### src/rtl/dma_seq_pkg.sv
package dma_seq_pkg;

    typedef enum logic [1:0] {
        ST_IDLE  = 2'd0,
        ST_RD    = 2'd1,
        ST_WR    = 2'd2,
        ST_STALL = 2'd3
    } seq_state_e;

    typedef enum logic [1:0] {
        LNK_NONE  = 2'd0,
        LNK_MINOR = 2'd1,
        LNK_MAJOR = 2'd2,
        LNK_RSVD  = 2'd3
    } link_mode_e;

    localparam int STALL_W = 4;

    // Idle cycles inserted after each access for a bandwidth code.
    function automatic logic [STALL_W-1:0] stall_len(input logic [1:0] code);
        case (code)
            2'd2:    return STALL_W'(4);
            2'd3:    return STALL_W'(8);
            default: return '0;
        endcase
    endfunction

endpackage

### src/rtl/dma_seq_stall.sv
module dma_seq_stall
    import dma_seq_pkg::*;
(
    input  logic       clk,
    input  logic       rst,
    input  logic       load,
    input  logic [1:0] code,
    output logic       expire
);
    logic [STALL_W-1:0] cnt_q;

    always_ff @(posedge clk) begin
        if (rst) begin
            cnt_q <= '0;
        end else if (load) begin
            cnt_q <= stall_len(code);
        end else if (cnt_q != '0) begin
            cnt_q <= cnt_q - STALL_W'(1);
        end
    end

    assign expire = (cnt_q == STALL_W'(1));

    p_stall_armed_r6: assert property (@(posedge clk) disable iff (rst)
        (load && code[1]) |=> (cnt_q != '0));

endmodule

### src/rtl/dma_seq_iter.sv
module dma_seq_iter
    import dma_seq_pkg::*;
#(
    parameter int IT_W = 10,
    parameter int CH_W = 5
) (
    input  logic            clk,
    input  logic            rst,
    input  logic            start,
    input  logic            minor_end,
    input  logic [IT_W-1:0] cfg_biter,
    input  logic [1:0]      cfg_link_mode,
    input  logic [CH_W-1:0] cfg_link_ch,
    input  logic            cfg_major_irq_en,
    input  logic            cfg_half_irq_en,
    input  logic            done_clr,
    output logic [IT_W-1:0] citer,
    output logic            done_flag,
    output logic            irq_major,
    output logic            irq_half,
    output logic            link_req,
    output logic [CH_W-1:0] link_ch,
    output logic            major_end
);
    logic [IT_W-1:0] citer_q;
    logic [IT_W-1:0] dec_val;
    link_mode_e      mode;

    assign mode      = link_mode_e'(cfg_link_mode);
    assign dec_val   = citer_q - IT_W'(1);
    assign major_end = minor_end && (citer_q <= IT_W'(1));
    assign citer     = citer_q;

    always_ff @(posedge clk) begin
        if (rst) begin
            citer_q   <= '0;
            done_flag <= 1'b0;
            irq_major <= 1'b0;
            irq_half  <= 1'b0;
            link_req  <= 1'b0;
            link_ch   <= '0;
        end else begin
            irq_major <= 1'b0;
            irq_half  <= 1'b0;
            link_req  <= 1'b0;
            if (start && citer_q == '0) begin
                citer_q <= cfg_biter;
            end
            if (minor_end) begin
                if (citer_q <= IT_W'(1)) begin
                    citer_q   <= cfg_biter;
                    irq_major <= cfg_major_irq_en;
                    if (mode == LNK_MINOR || mode == LNK_MAJOR) begin
                        link_req <= 1'b1;
                        link_ch  <= cfg_link_ch;
                    end
                end else begin
                    citer_q  <= dec_val;
                    irq_half <= cfg_half_irq_en && (dec_val == (cfg_biter >> 1));
                    if (mode == LNK_MINOR) begin
                        link_req <= 1'b1;
                        link_ch  <= cfg_link_ch;
                    end
                end
            end
            if (major_end) begin
                done_flag <= 1'b1;
            end else if (done_clr) begin
                done_flag <= 1'b0;
            end
        end
    end

    p_reload_r4: assert property (@(posedge clk) disable iff (rst)
        major_end |=> (citer == $past(cfg_biter)) && done_flag);

    p_link_source_r7: assert property (@(posedge clk) disable iff (rst)
        link_req |-> $past(minor_end));

endmodule

### src/rtl/dma_loop_seq.sv
module dma_loop_seq
    import dma_seq_pkg::*;
#(
    parameter int NB_W = 16,
    parameter int IT_W = 10,
    parameter int CH_W = 5
) (
    input  logic            clk,
    input  logic            rst,
    input  logic [NB_W-1:0] cfg_nbytes,
    input  logic [1:0]      cfg_beat_log2,
    input  logic [IT_W-1:0] cfg_biter,
    input  logic [1:0]      cfg_stall_code,
    input  logic [1:0]      cfg_link_mode,
    input  logic [CH_W-1:0] cfg_link_ch,
    input  logic            cfg_major_irq_en,
    input  logic            cfg_half_irq_en,
    input  logic            cfg_auto_stop,
    input  logic            cfg_buf_wr_en,
    input  logic            halt,
    input  logic            req_en_set,
    input  logic            req_en_clr,
    input  logic            hw_req,
    input  logic            sw_start,
    input  logic            done_clr,
    input  logic            rd_done,
    input  logic            wr_done,
    output logic            rd_req,
    output logic            wr_req,
    output logic            wr_buf,
    output logic            busy,
    output logic            req_en,
    output logic            done_flag,
    output logic [IT_W-1:0] citer,
    output logic            irq_major,
    output logic            irq_half,
    output logic            link_req,
    output logic [CH_W-1:0] link_ch
);
    seq_state_e      state_q, resume_q, after_wr;
    logic [NB_W-1:0] bytes_left_q;
    logic [NB_W-1:0] beat;
    logic            last_beat;
    logic            stall_on;
    logic            stall_load;
    logic            stall_expire;
    logic            start_ok;
    logic            minor_end;
    logic            major_end;
    logic            rd_fin;
    logic            wr_fin;

    assign beat       = NB_W'(1) << cfg_beat_log2;
    assign last_beat  = (bytes_left_q <= beat);
    assign stall_on   = (stall_len(cfg_stall_code) != '0);
    assign rd_fin     = (state_q == ST_RD) && rd_done;
    assign wr_fin     = (state_q == ST_WR) && wr_done;
    assign stall_load = (rd_fin || wr_fin) && stall_on;
    assign minor_end  = wr_fin && last_beat;
    assign start_ok   = (state_q == ST_IDLE) && !halt
                        && (sw_start || (hw_req && req_en));
    assign after_wr   = last_beat ? ST_IDLE : ST_RD;

    assign rd_req = (state_q == ST_RD);
    assign wr_req = (state_q == ST_WR);
    assign wr_buf = (state_q == ST_WR) && cfg_buf_wr_en && !last_beat;
    assign busy   = (state_q != ST_IDLE);

    always_ff @(posedge clk) begin
        if (rst) begin
            state_q      <= ST_IDLE;
            resume_q     <= ST_IDLE;
            bytes_left_q <= '0;
        end else begin
            case (state_q)
                ST_IDLE: begin
                    if (start_ok) begin
                        state_q      <= ST_RD;
                        bytes_left_q <= cfg_nbytes;
                    end
                end
                ST_RD: begin
                    if (rd_done) begin
                        if (stall_on) begin
                            state_q  <= ST_STALL;
                            resume_q <= ST_WR;
                        end else begin
                            state_q <= ST_WR;
                        end
                    end
                end
                ST_WR: begin
                    if (wr_done) begin
                        if (!last_beat) begin
                            bytes_left_q <= bytes_left_q - beat;
                        end
                        if (stall_on) begin
                            state_q  <= ST_STALL;
                            resume_q <= after_wr;
                        end else begin
                            state_q <= after_wr;
                        end
                    end
                end
                ST_STALL: begin
                    if (stall_expire) begin
                        state_q <= resume_q;
                    end
                end
                default: state_q <= ST_IDLE;
            endcase
        end
    end

    always_ff @(posedge clk) begin
        if (rst) begin
            req_en <= 1'b0;
        end else if (major_end && cfg_auto_stop) begin
            req_en <= 1'b0;
        end else if (req_en_clr) begin
            req_en <= 1'b0;
        end else if (req_en_set) begin
            req_en <= 1'b1;
        end
    end

    dma_seq_stall u_stall (
        .clk    (clk),
        .rst    (rst),
        .load   (stall_load),
        .code   (cfg_stall_code),
        .expire (stall_expire)
    );

    dma_seq_iter #(
        .IT_W (IT_W),
        .CH_W (CH_W)
    ) u_iter (
        .clk              (clk),
        .rst              (rst),
        .start            (start_ok),
        .minor_end        (minor_end),
        .cfg_biter        (cfg_biter),
        .cfg_link_mode    (cfg_link_mode),
        .cfg_link_ch      (cfg_link_ch),
        .cfg_major_irq_en (cfg_major_irq_en),
        .cfg_half_irq_en  (cfg_half_irq_en),
        .done_clr         (done_clr),
        .citer            (citer),
        .done_flag        (done_flag),
        .irq_major        (irq_major),
        .irq_half         (irq_half),
        .link_req         (link_req),
        .link_ch          (link_ch),
        .major_end        (major_end)
    );

    p_read_retires_r2: assert property (@(posedge clk) disable iff (rst)
        (rd_req && rd_done) |=> !rd_req);

    p_stall_gap_r6: assert property (@(posedge clk) disable iff (rst)
        (rd_req && rd_done && stall_on) |=> (!rd_req && !wr_req && busy));

    p_halt_blocks_r11: assert property (@(posedge clk) disable iff (rst)
        (!busy && halt) |=> !busy);

    p_autostop_r8: assert property (@(posedge clk) disable iff (rst)
        (major_end && cfg_auto_stop) |=> !req_en);

endmodule

### config.mk
export PLATFORM = sky130hd
export DESIGN_NAME = dma_loop_seq
export DESIGN_NICKNAME = d
export VERILOG_FILES = /design/src/rtl/dma_seq_pkg.sv /design/src/rtl/dma_seq_stall.sv /design/src/rtl/dma_seq_iter.sv /design/src/rtl/dma_loop_seq.sv
export SDC_FILE = /design/constraint.sdc
export NUM_CORES = 1
export LEC_CHECK = 0
export CAP_MARGIN = 10
export CORE_MARGIN = 5
export CORE_UTILIZATION = 49
export DETAILED_ROUTE_END_ITERATION = 10
export GPL_TIMING_DRIVEN = 0
export MAX_ROUTING_LAYER = met4
export PLACE_DENSITY = 0.81
export SLEW_MARGIN = 20
export SYNTH_ARGS = -nofsm -noshare
export SYNTH_HDL_FRONTEND = slang
export SYNTH_SLANG_ARGS = --single-unit
### constraint.sdc
create_clock -name clk -period 3.1 [get_ports clk]
set_input_delay 0.31 -clock clk [delete_from_list [all_inputs] [get_ports clk]]
set_output_delay 0.31 -clock clk [all_outputs]
set_load 0.05 [all_outputs]
### Word-level counts from Yosys, hierarchy flattened

Cells that the tools add are included.

* input port bits: 51
* register bits after elaboration: 44
* logic and storage cells: 104
* output and inout bits: 24

* mux-type cells: 31
* reductions and logical operators: 37
* $add $sub $neg: 3
* shifts and indexed selects: 1
* bitwise logic cells: 2
* magnitude comparators: 2
* equality and inequality tests: 17

Operators with widths (number)
* 16-bit two-way mux: 3
* 16-bit case mux with 2 select lines: 1
* 10-bit two-way mux: 3
* 2-bit two-way mux: 9
* 16-bit <= comparator: 1
* 1-bit by 2-bit << shifter with 16-bit output (first input constant): 1
* 16-bit subtractor: 1
* 5-bit two-way mux: 3
* 2-bit nonzero test: 7
* 1-bit logical AND: 13
* 10-bit by 9-bit == test with 1-bit output: 1
* 2-bit == test (second input constant): 5
* 10-bit by 1-bit <= comparator with 1-bit output (second input constant): 1
* 10-bit logical NOT: 1
* 2-bit != test (second input constant): 5
* 10-bit by 1-bit subtractor with 10-bit output (second input constant): 1
* 3-bit OR reduction: 3
* 4-bit two-way mux: 2
* 2-bit case mux with 4 select lines: 1
* 4-bit case mux with 2 select lines: 1
* 4-bit AND reduction: 2
* 4-bit nonzero test: 2
* 1-bit two-way mux: 7
* 2-bit by 1-bit != test with 1-bit output (second input constant): 3
* other kinds (11): 16

### Logic depth before layout (Yosys ltp)

Gate-level depths: netlist of the first run.

* depth in word-level cells: 6
* mapped depth: 10
* gate-level depth less buffers: 9

### By module

A second synthesis of the first run with hierarchy kept.

* cells, all modules: 381
* area total of the unflattened synthesis: 3079.2 um^2

Modules (own cells, without submodules)
* dma_loop_seq: cells an instance 199, area an instance 1500.2 um^2, sequential area each 420.4 um^2, instances 1
* dma_seq_iter: cells an instance 156, area an instance 1331.3 um^2, sequential area each 380.4 um^2, instances 1
* dma_seq_stall: cells an instance 26, area an instance 247.7 um^2, sequential area each 80.1 um^2, instances 1

### Least setup slack after synthesis of the first run

No wires, ideal clock.

* kind: register -> register
* start point: register bytes_left_q[0]
* end point: register bytes_left_q[9]
* path buffers: 0
* stages on the path, launching flop included: 10
* period minus slack after synthesis: 2634 ps
* path slack: 466 ps
* data arrival time: 2548 ps
* library setup time: 86 ps
* required time: 3014 ps
* path through: dfxtp_1 -> inv_1 -> ha_1 -> fa_1 -> nand2b_1 -> a211oi_2 -> or3_1 -> a21oi_4 -> or3_2 -> a211oi_1

* cells in the longest elaborated chain, start to end: 4
* elaborated cells between the ends (all ways): 7
* classes of those cells: 1 x add/sub; 1 x order compare; 1 x eq/ne; 3 x mux; 1 x reduce/logical

Ends and longest elaborated chain
* from (decl): RTL line dma_loop_seq.sv:41 `logic [NB_W-1:0] bytes_left_q;`
* from (signal assigned): RTL line dma_loop_seq.sv:79 `bytes_left_q <= cfg_nbytes;`
* from (signal assigned): RTL line dma_loop_seq.sv:95 `bytes_left_q <= bytes_left_q - beat;`
* 16-bit subtractor: RTL line dma_loop_seq.sv:95
* 16-bit two-way mux: RTL line dma_loop_seq.sv:94 `if (!last_beat) begin`
* 16-bit two-way mux: RTL line dma_loop_seq.sv:93 `if (wr_done) begin`
* 16-bit case mux with 2 select lines: RTL line dma_loop_seq.sv:75 `case (state_q)`

Parallel ways exist; a longest one is shown, timed or not. The select of a mux whose other input is x is not followed.
A chain may end at the register's enable or synchronous reset.

### Worst setup path after layout of the first run

* start point: input cfg_beat_log2[1]
* end point: output wr_buf

* cells in the longest elaborated chain, start to end: 4

Ends and longest elaborated chain
* from (decl): RTL line dma_loop_seq.sv:11 `input logic [1:0] cfg_beat_log2,`
* 1-bit by 2-bit << shifter with 16-bit output: RTL line dma_loop_seq.sv:53 `assign beat = NB_W'(1) << cfg_beat_log2;`
* 16-bit <= comparator: RTL line dma_loop_seq.sv:54 `assign last_beat = (bytes_left_q <= beat);`
* 1-bit logical NOT
* 1-bit logical AND: RTL line dma_loop_seq.sv:66 `assign wr_buf = (state_q == ST_WR) && cfg_buf_wr_en && !last_beat;`
* to (decl): RTL line dma_loop_seq.sv:30 `output logic wr_buf,`

No other way between the ends.

==> results.toml, run 1 <==
[outcome]
outcome = "finished clean"

[critical_path]
crit_family = "buffers and inverters"
critical_path_buf_inv_count = 2
end_kind = "output pin"
crit_type = "in2out"
startpoint_type = "primary input"
r2r_slack_ns = 0.38
worst_path_largest_cell_delay_ns = 0.51
crit_slowest_cell = "clkdlybuf4s50_1"
critPathRequiredTime_ns = 2.79
critPathMaxFanout = 4
cp.arrival_ns = 2.66
crit_chain = "clkdlybuf4s50_1, nor2_1, ha_1, fa_1, nand2b_1, a211oi_4, or3_4, and3_1, buf_2"

[synthesis]
synth.distinct_cells = 58
yosys_warnings = 0
synthesis.nets = 421
synth-edff-count = 0
syn_inst = 359
ys_seq_elements = 44
avgSynthCellArea_um2 = 7.92
synth-async-reset-ratio_pct = 0
syn_area_mm2 = 0.00284
ys_seq_area_share_pct = 31.0
synth_ff_type = "dfxtp_1"

[detailed_routing]
drc_errors = 0
wl_mm = 8.37
dr.pass1.iters = 5
routedWlPerCell_um = 16.3
final_antenna_net_count = 0
vias = 2999
drtIter0Drc = 183
avgViaCountPerCell = 5.85

[timing]
drv_slew = 0
setup_ws_ns = 0.129
fin_crit_ns = 2.97
hold_violations = 0
clock_skew_ns = 0.00648
fmax_mhz = 337
hold_slack_ns = 0.456
tightest_slew_ns = 0.869
slew_headroom_pct = 41.6
rsz0062_at_grt = "no"
finalCritPeriodShare_pct = 95.8
setup_violations = 0

[floorplanning]
core_mm2 = 0.00557
die-area_mm2 = 0.00742
rows = 27
top_level_ports = 75
initial_core_util_pct = 51.0
dieHeight_um = 86.2
die_x_um = 86.2

[clock_tree]
h-tree-depth = 2
numClockSinks = 44
cts_root_buffer = "clkbuf_8"
path_clk_slew_ns = 0.08
cts_tree = "done"
clock_path_buffers = 2
insertion_delay_ns = 0.30
numCtsBuffers = 5

[global_route]
grt_pass1_vias = 2869
grt_use_total_pct = 23.3
grt_antenna_before_repair = 0
grt_overflow = 0
grt_pass1_wl_mm = 13.6
grt_max_degree = 14

[power]
p_leak_nw = 1.41
power_frac_seq_pct = 30.8
switchingPower_mw = 1.08
peakVddDrop_mv = 0.395
swShare_pct = 43.9
powerDensity_mw_per_mm2 = 654
pwr-share-clk_pct = 15.6
combPwrFrac_pct = 53.6
intPower_mw = 1.39
power_mw = 2.47

[cells_and_area]
nets = 502
drive_gt1_share_pct = 7.71
layout_commonest_cell = "clkdlybuf4s50_1"
fin_util_pct = 67.8
mostFrequentLayoutCells = "clkdlybuf4s50_1 (71), dfxtp_1 (44), nor2_1 (37)"
antenna_cells = 0
area_delta_synth_final_pct = 32.9

[run]
drv_cap = 0

[place]
gp_congestion = 0.884
portBuffers = 73
place_worst_setup_slack_ns = -0.792
dp_hpwl_mm = 6.26

[min_path]
hp-class = "reg2reg"
==> power by group through the flow <==
stage	clock network [mW]	registers, mW	logic, mW
2_1_floorplan	0	0.838	0.873
3_3_place_gp	0	0.769	1.25
3_5_place_dp	0	0.771	1.28
4_1_cts	0.394	0.758	1.30
5_1_grt	0.421	0.780	1.45
6_report	0.385	0.761	1.33
==> through the flow <==
stage / area [µm²] / std cells / TNS, ns
after floorplan: 2840 / 359 / 0
after global placement: 3660 / 504 / -7.20
after detailed placement: 3660 / 504 / -8.01
after CTS: 3770 / 513 / 0
after global routing: 3780 / 513 / 0
final: 3780 / 513 / 0
==> worst min-delay path, stage by stage, from the launching register on <==
cell     delay, ns
dfxtp_1       0.32
nand2_1       0.05
a21oi_1       0.05
==> logic make-up after synthesis <==
group	Yosys count	share of synthesized area (%)
and+or+nand+nor	145	27.8
DFF	44	31.0
muxes	6	2.16
adders and majority gates	11	5.11
AOI/OAI and AO/OA	100	23.1
xor gates and xnor gates	20	6.16
buffers and inverters	33	4.71
==> path summary, 6_finish.rpt <==
check	to	start	cells past startpoint
hold / removal	u_iter.link_ch[4]	u_iter.link_ch[4]	2
setup / recovery	wr_buf	cfg_beat_log2[1]	9
hold reg to reg	u_iter.link_ch[4]	u_iter.link_ch[4]	2
setup reg to reg	bytes_left_q[11]	bytes_left_q[0]	11
==> cells in the mapped netlist (5+ instances only) <==
cell type / count / area (µm²)
a31oi_1: 5 / 31.3
nand2_1: 25 / 93.8
a211oi_1: 20 / 150
or2_2: 5 / 31.3
and2_1: 7 / 43.8
dfxtp_1: 44 / 881
clkbuf_1: 13 / 48.8
a21oi_1: 32 / 160
o21ai_0: 14 / 70.1
nand2b_1: 9 / 56.3
nor3_1: 22 / 110
nor4_1: 6 / 37.5
xnor2_1: 11 / 96.3
inv_1: 17 / 63.8
mux2i_1: 5 / 50.1
xor2_1: 9 / 78.8
nor2_1: 37 / 139
or3_1: 6 / 37.5
ha_1: 10 / 125
==> routing by layer <==
metal | global-route usage [%] | vias to the layer above | wire length (µm)
met2 | 38.7 | 111 | 4040
met1 | 28.9 | 1393 | 3630
li1 | - | 1483 | -
met5 | - | - | 0
met3 | 5.00 | 12 | 584
met4 | 5.32 | 0 | 119
==> flip-flops by register name (all words and copies together) (netlist names) <==
signal and cells:
bytes_left_q 16, req_en 1, resume_q 2, state_q 2, u_iter.citer 10, u_iter.done_flag 1, u_iter.irq_half 1, u_iter.irq_major 1
u_iter.link_ch 5, u_iter.link_req 1, u_stall.cnt_q 4
==> what timing repair did <==
item / CTS / global route
pin swaps: 1 / 0
resized for setup: 6 / 7
setup endpoints to repair: 14 / 14
hold buffers: 0 / 0
setup buffers: 1 / 0
gates cloned: 0 / 0
==> final cells by class <==
type / instances / area (µm²)
buffer: 16 / 72.6
clock buffer: 7 / 86.3
clock inverter: 1 / 7.51
fill: 475 / 1800
inverter: 17 / 63.8
multi-input combinational: 282 / 1840
sequential: 44 / 881
tap: 72 / 90.1
timing repair buffer: 74 / 736
(Power assumes the default switching activity.)
==> run 2, diff against run 1 <==
Settings changed: CORE_UTILIZATION 49 to 60, DONT_BUFFER_PORTS set to 1, PLACE_DENSITY 0.81 to 0.76, TNS_END_PERCENT set to 50.
==> run 2 against run 1 <==
Effect of this change:
- clock skew rose by 0.0033 ns
- critical path depth decreased by 4
- via count decreased by 7.3%
- die area down 16%
- critical path type is now reg2out
- total power decreased by 2.5%
- non-clock buffer count is 72 lower
- first-iteration DRC count grew 29%
- clock-buffer cell count is 2 lower
- core utilization decreased by 2.1 points
==> results.toml, run 2 (synthesis gave the netlist of run 1 again) <==
[critical_path]
reg2regPathDepth = 10
critPathMaxFanout = 10
crit_type = "reg2out"
path_common_cell = "clkbuf_1"
worst_path_largest_cell_delay_ns = 0.78
critPathRequiredTime_ns = 2.79
crit_family = "buffers and inverters"
end_kind = "output pin"
r2r-start = "bytes_left_q[0]"
cp.arrival_ns = 2.60
r2r-end = "bytes_left_q[2]"
startpoint_type = "flop"
crit_slowest_cell = "clkbuf_1"
critical_path_buf_inv_count = 3
r2r_slack_ns = 0.32
crit_chain = "clkbuf_1, nand2_1, inv_1, clkbuf_1, and3_2"

[detailed_routing]
dr.pass1.iters = 5
final_antenna_net_count = 0
avgViaCountPerCell = 6.57
vias = 2779
wl_mm = 7.68
drtIter0Drc = 236
routedWlPerCell_um = 18.2
drc_errors = 0

[cells_and_area]
largest_reg_flops = 16
top_register = "bytes_left_q"
layout_commonest_cell = "dfxtp_1"
fin_util_pct = 65.6
fillers = 416
drive_gt1_share_pct = 10.0
mostFrequentLayoutCells = "dfxtp_1 (42), nor2_1 (37), a21oi_1 (32)"
area_delta_synth_final_pct = 7.61
antenna_cells = 0
nets = 430

[global_route]
grt_use_total_pct = 25.6
grt_pass1_vias = 2600
grt_antenna_before_repair = 0
use_met2_pct = 40.2
grt_util_met1_pct = 32.3
grt_overflow = 0
busiest_layer = "met2"
use_met3_pct = 5.10
grt_max_degree = 16
grt_pass1_wl_mm = 12.4

[min_path]
holdPathStages = 1
hp-class = "in2reg"
holdPathEnd = "req_en"
min_from = "cfg_auto_stop"

[timing]
setup_violations = 0
setup_ws_ns = 0.189
clock_skew_ns = 0.00981
fin_crit_ns = 2.91
tightest_slew_ns = 1.01
rsz0062_at_grt = "no"
slew_headroom_pct = 32.5
fmax_mhz = 344
hold_violations = 0
drv_slew = 0
hold_slack_ns = 0.0902
finalSetupTns_ns = 0
finalCritPeriodShare_pct = 93.9

[place]
place_worst_setup_slack_ns = 0.0878
dp_hpwl_mm = 5.69
portBuffers = 0
gp_congestion = 0.914

[floorplanning]
die_x_um = 78.8
die-area_mm2 = 0.00621
top_level_ports = 75
core_mm2 = 0.00466
initial_core_util_pct = 61.0
rows = 25
dieHeight_um = 78.8

[run]
drv_cap = 0

[power]
p_leak_nw = 1.13
peakVddDrop_mv = 0.412
power_mw = 2.41
powerDensity_mw_per_mm2 = 788

[clock_tree]
cts_tree = "done"
insertion_delay_ns = 0.31
path_clk_slew_ns = 0.09
cts_root_buffer = "clkbuf_8"
cts_hold_repair.buffers = 0
numCtsBuffers = 5
h-tree-depth = 2
numClockSinks = 44
clock_path_buffers = 2

[outcome]
outcome = "finished clean"
[run 2: routing by layer]
metal | up-vias | part of all wire (%)
li1 | 1329 | -
met1 | 1310 | 43
met2 | 119 | 47
met3 | 21 | 7.5
met4 | 0 | 2.9
met5 | - | 0
[run 2: timing repair]
action                                  in CTS  in global routing
pin swaps                                    0                  1
gates resized for setup                      2                  5
endpoints found under the setup margin       1                 12
buffers inserted                             0                  2
hold endpoints to repair                     0                  0
[run 2: how the worst max path moves through the flow]
stage,end,slack (ns),start,cells after the start
after floorplan,bytes_left_q[9],0.47,bytes_left_q[0],9
after global placement,bytes_left_q[6],0.11,bytes_left_q[0],10
after detailed placement,bytes_left_q[5],0.09,bytes_left_q[0],10
after CTS,wr_buf,0.1,bytes_left_q[0],7
after global routing,wr_buf,0.04,state_q[1],5
final,wr_buf,0.19,state_q[1],5
[run 2: through the flow]
stage	std cells	cell area [µm²]
after floorplan	359	2840
after global placement	413	2910
after detailed placement	413	2910
after CTS	421	3040
after global routing	423	3060
final	423	3060
[run 2: power breakdown]
part           total, mW  internal [mW]  switching [mW]
Clock              0.459          0.243           0.216
Sequential         0.857          0.657           0.201
Combinational       1.09          0.445           0.649
[run 2: area by class of cell]
class / count / area, µm² / area share, %
multi-input cells: 282 / 1840 / 60.2
well taps: 54 / 67.6 / 2.21
clock buffers: 5 / 68.8 / 2.25
clock inverters: 3 / 47.5 / 1.55
repair buffers: 2 / 15.0 / 0.491
plain buffers: 16 / 71.3 / 2.33
inverters: 17 / 63.8 / 2.09
flip-flops and latches: 44 / 883 / 28.9
